### config.mk
export PLATFORM = sky130hd
export DESIGN_NAME = mains_sector_sel
export DESIGN_NICKNAME = d
export VERILOG_FILES = /design/src/rtl/mains_sector_sel.sv
export SDC_FILE = /design/constraint.sdc
export NUM_CORES = 1
export LEC_CHECK = 0
export ABC_AREA = 1
export ABC_CLOCK_PERIOD_IN_PS = 4600
export BUFFER_PORTS_ARGS = -buffer_cell sky130_fd_sc_hd__buf_4
export CAP_MARGIN = 5
export CORE_MARGIN = 8
export CORE_UTILIZATION = 44
export DETAILED_ROUTE_END_ITERATION = 10
export GPL_TIMING_DRIVEN = 0
export HOLD_SLACK_MARGIN = 0.1
export SETUP_SLACK_MARGIN = 0.5
export SYNTH_ARGS = -nofsm -noshare
export SYNTH_HDL_FRONTEND = slang
export SYNTH_SLANG_ARGS = --single-unit
export TNS_END_PERCENT = 5
### constraint.sdc
create_clock -name clk -period 4.6 [get_ports clk]
set_input_delay 0.69 -clock clk [delete_from_list [all_inputs] [get_ports clk]]
set_output_delay 0.69 -clock clk [all_outputs]
set_load 0.1 [all_outputs]
### src/rtl/mains_sector_sel.sv
module mains_sector_sel #(
  parameter int W  = 12,
  parameter int CW = 8
) (
  input  logic                clk,
  input  logic                rst_n,
  input  logic                smp_vld,
  input  logic signed [W-1:0] va,
  input  logic signed [W-1:0] vb,
  input  logic signed [W-1:0] vc,
  input  logic        [W-1:0] hyst,
  input  logic       [CW-1:0] dead_cycles,
  output logic          [3:0] sector,
  output logic          [2:0] inj_en,
  output logic          [2:0] max_oh,
  output logic          [2:0] min_oh
);
  localparam int MW = W + 1;
  localparam int SW = W + 2;

  function automatic logic [MW-1:0] mag(input logic signed [W-1:0] v);
    logic [MW-1:0] e;
    e = {v[W-1], v};
    return e[MW-1] ? (~e + 1'b1) : e;
  endfunction

  logic [2:0] mx, mn, md, tgt_q, tgt_d;
  logic [2:0] k;
  logic signed [W-1:0] vmid, vcur;
  logic neg, swap, seen_q;
  logic [3:0] sector_d;
  logic [CW-1:0] dt_q;

  assign mx = (va >= vb && va >= vc) ? 3'b001 : (vb >= vc ? 3'b010 : 3'b100);
  assign mn = (vc <= va && vc <= vb) ? 3'b100 : (vb <= va ? 3'b010 : 3'b001);
  assign md = ~(mx | mn);

  assign vmid = md[0] ? va : (md[1] ? vb : vc);
  assign vcur = tgt_q[0] ? va : (tgt_q[1] ? vb : vc);
  assign neg  = vmid[W-1];

  always_comb begin
    case ({mx, mn})
      6'b001_100: k = 3'd0;
      6'b010_100: k = 3'd1;
      6'b010_001: k = 3'd2;
      6'b100_001: k = 3'd3;
      6'b100_010: k = 3'd4;
      default:    k = 3'd5;
    endcase
  end

  assign sector_d = {k, 1'b0} + 4'd1 + {3'b000, ~(k[0] ^ neg)};

  assign swap  = (SW'(mag(vmid)) + SW'(hyst)) < SW'(mag(vcur));
  assign tgt_d = smp_vld ? ((!seen_q || swap) ? md : tgt_q) : tgt_q;

  always_ff @(posedge clk or negedge rst_n) begin
    if (!rst_n) begin
      seen_q <= 1'b0;
      sector <= 4'd0;
      max_oh <= 3'b000;
      min_oh <= 3'b000;
      tgt_q  <= 3'b000;
      inj_en <= 3'b000;
      dt_q   <= '0;
    end else begin
      if (smp_vld) begin
        seen_q <= 1'b1;
        sector <= sector_d;
        max_oh <= mx;
        min_oh <= mn;
        tgt_q  <= tgt_d;
      end
      if (inj_en != 3'b000 && inj_en != tgt_d) begin
        inj_en <= 3'b000;
        dt_q   <= dead_cycles;
      end else if (inj_en == 3'b000 && (seen_q || smp_vld)) begin
        if (dt_q != '0) dt_q <= dt_q - 1'b1;
        else            inj_en <= tgt_d;
      end
    end
  end
endmodule

==> metrics.md <==
| Metric | Value |
|---|---|
| Post-DP HPWL | `10300 µm` |
| Final setup viols | `14` |
| Core Area | `9640 µm²` |
| Max Clock Skew | `1.65 ps` |
| Routed Antenna Nets | `0` |
| Grt ovf | `0` |
| Failing checks | `negative setup slack` |
| # rows | `36` |
| Comb power frac | `86.4%` |
| Number of synthesized flops with an enable pin | `0` |
| Pins Over Slew Limit | `0` |
| M2 GR Usage | `35.4%` |
| Status | `complete, but fails checks` |
| Setup crit end kind | `flop` |
| Synth top area share | `19.7%` |
| Most frequent cell after synthesis | `nand2_1` |
| Final Hold Viols | `0` |
| Hold Slack | `301 ps` |
| Vias per cell | `5.05` |
| Achievable Freq | `0.167 GHz` |
| Share of cells above drive strength 1 | `37.7%` |
| Worst setup path end | `dt_q[7]` |
| Slowest stage delay, CP | `290 ps` |
| Drt first pass iters | `5` |
| Dpl cells | `855` |
| WL final | `13300 µm` |
| Htree depth | `1` |
| Residual DRC | `0` |
| Leakage power | `3.14 nW` |
| Sequential area share after synthesis | `14.5%` |
| Pin count of the biggest net entering global routing | `26` |
| Final Non-Filler Cells | `912` |
| CP arrival | `6160 ps` |
| CTS max path bufs | `2` |
| Nets@finish | `908` |
| Final period util | `130%` |
| R2r endpoint | `dt_q[7]` |
| Clock Power Share | `3.7%` |
| Measured slew at the worst slew-check pin | `701 ps` |
| TritonCTS buffer count | `3` |
| Met3 Usage GRT | `2.47%` |
| Max_slew headroom | `52.9%` |
| Worst reg2reg path depth | `27` |
| Buffers on Ports | `70` |
| Synth cell types | `42` |
| Tot GR Track Use | `20.1%` |
| Yosys warns | `0` |
| Ant. Diodes | `0` |
| Area leader, netlist | `ha_1` |
| Iteration-0 DRC Markers | `217` |
| Vias | `4606` |
| Die H | `115 µm` |
| Synth cell count leaders | `172 x nand2_1, 95 x inv_1, 68 x ha_1` |
| Primary FF master, synth | `dfrtp_1` |
| Crit start category | `input port` |
| Period minus WS final | `5980 ps` |
| Fill cells | `929` |
| CP most frequent cell | `nand2_2` |
| Final Util | `63.3%` |
| NetSw | `0.00208 W` |
| Syn Std Cell Area | `4320 µm²` |
| Avg Inst Size Synth | `6.63 µm²` |
| Worst reg2reg startpoint | `tgt_q[0]` |
| Synth top area cells | `ha_1 20%, nand2_1 15%, dfrtp_1 14%` |
| Pre-CTS setup slack | `-2050 ps` |
| Int Power | `0.00172 W` |
| CP max FO | `8` |
| Async set or reset register ratio after synthesis | `100%` |
| Hold buffers post-CTS | `0` |
| Wire per inst | `14.6 µm` |
| Initial antenna violation count | `0` |
| Die Wd | `115 µm` |
| Switching portion of total power | `54.8%` |
| Synth Instances | `652` |
| Ports | `72` |
| RSZ-0062 raised after global routing | `true` |
| Setup ws final | `-1380 ps` |
| First-pass GRT wire length | `21600 µm` |
| Reg2reg setup slack | `-60 ps` |
| MaxCap Viol Count | `0` |
| CTS tree | `built` |
| Seq pwr share | `10.0%` |
| Slowest-stage cell, CP | `ha_1` |
| Syn_nets | `780` |
| Max VDD drop | `0.000445 V` |
| Gpl congestion | `0.851` |
| Clock slew at reported path FFs | `90 ps` |
| Vias in the first global route | `4627` |
| Layout area overhead | `41.2%` |
| Hold Crit Class | `in2async` |
| Post-Route Setup TNS | `-17120 ps` |
| Type of the worst setup path | `in2reg` |
| Seq cells post-synth | `25` |
| CP Data Required Time | `4780 ps` |
| Die ar. | `13300 µm²` |
| Met1 Use GR | `25.6%` |
| Power Dens Cells | `623 nW/µm²` |
| Starting Density | `44.8%` |
| Crit. Startpoint | `va[9]` |
| # clock sinks | `25` |
| Worst-Skew Late Latency | `270 ps` |
| Root buf cell | `clkbuf_8` |
| Layer carrying the most global-route usage | `met2` |
[metal layers]
layer | vias to the layer above | wire length (µm) | share of wire (%)
li1 | 2369 | - | -
met1 | 2149 | 6060 | 45
met2 | 74 | 6600 | 50
met3 | 14 | 487 | 3.7
met4 | 0 | 178 | 1.3
met5 | - | 0 | 0
[what timing repair did]
item | 4_1_cts | 5_1_grt
resized for setup | 66 | 61
pin swaps | 58 | 56
buffers inserted | 36 | 16
cloned | 1 | 0
endpoints found under the setup margin | 14 | 14
[worst max-delay path, delay by kind of cell]
kind | cells | cell delay (ps)
AND/OR/NAND/NOR | 27 | 2450
AO/OA/AOI/OAI | 4 | 520
XOR/XNOR | 2 | 310
buffers and inverters | 12 | 1380
adder cells (fa/ha/maj) | 3 | 800
[final cells by class]
| type | instances | area [µm²] | area share (%) |
|---|---|---|---|
| clock inverters | 1 | 7.51 | 0.123 |
| clock buffers | 3 | 41.3 | 0.677 |
| inverters | 105 | 404 | 6.62 |
| multi-input cells | 511 | 3790 | 62.0 |
| repair buffers | 123 | 978 | 16.0 |
| flip-flops and latches | 25 | 626 | 10.3 |
| plain buffers | 11 | 92.6 | 1.52 |
| well taps | 133 | 166 | 2.73 |
[per-stage QoR]
stage / power [W] / instance area [µm²]
6_report: 0.00380 / 6100
3_3_place_gp: 0.00281 / 5040
5_1_grt: 0.00417 / 6100
3_5_place_dp: 0.00287 / 5040
4_1_cts: 0.00341 / 5730
2_1_floorplan: 0.00232 / 4350
[registers in the layout, indices dropped and copies added, names as in the netlist]
register	flops
sector	4
seen_q	1
tgt_q	3
dt_q	8
inj_en	3
min_oh	3
max_oh	3
[power by group through the flow]
| stage | Sequential [W] | Clock, W | Combinational, W |
|---|---|---|---|
| 3_3_place_gp | 0.000378 | 0 | 0.00243 |
| 3_5_place_dp | 0.000381 | 0 | 0.00249 |
| 2_1_floorplan | 0.000598 | 0 | 0.00172 |
| 5_1_grt | 0.000392 | 0.000149 | 0.00363 |
| 4_1_cts | 0.000378 | 0.000142 | 0.00289 |
| 6_report | 0.000379 | 0.000139 | 0.00328 |
[kinds of logic (layout without fill, tap and decap cells)]
family                     after synthesis  after routing  synth area share (%)
and+or+nand+nor                        314            314                  35.1
buffers and inverters                  116            243                  11.1
AOI/OAI and AO/OA                       98             98                  13.2
adders and majority gates               69             69                  20.1
xor gates and xnor gates                29             29                  5.88
DFF                                     25             25                  14.5
other                                    1              1                0.0867
[layout by cell type (no fill, tap or decap), drive strengths merged, types with 2 or more instances in the layout]
cell type and instances:
a21o 3, ha 68, o21ai 43, buf 129, nor2 40, and2 2
nor4 2, a21oi 35, or2 2, nand4 9, xnor2 6, nand3 54
o211ai 8, nor3 4, a31oi 4, clkbuf 8, inv 103, nand2 199
nand3b 2, xor2 23, dfrtp 25, clkinvlp 3, o21bai 3
[worst min-delay path by stage]
stage / startpoint / end / cells past startpoint
5_1_grt: rst_n / dt_q[6] / 1
4_1_cts: rst_n / dt_q[6] / 1
6_report: rst_n / dt_q[6] / 1
2_1_floorplan: rst_n / dt_q[0] / 0
3_3_place_gp: max_oh[2] / max_oh[2] / 2
3_5_place_dp: max_oh[2] / max_oh[2] / 2
Note: power is estimated with default switching activity, not from simulation.
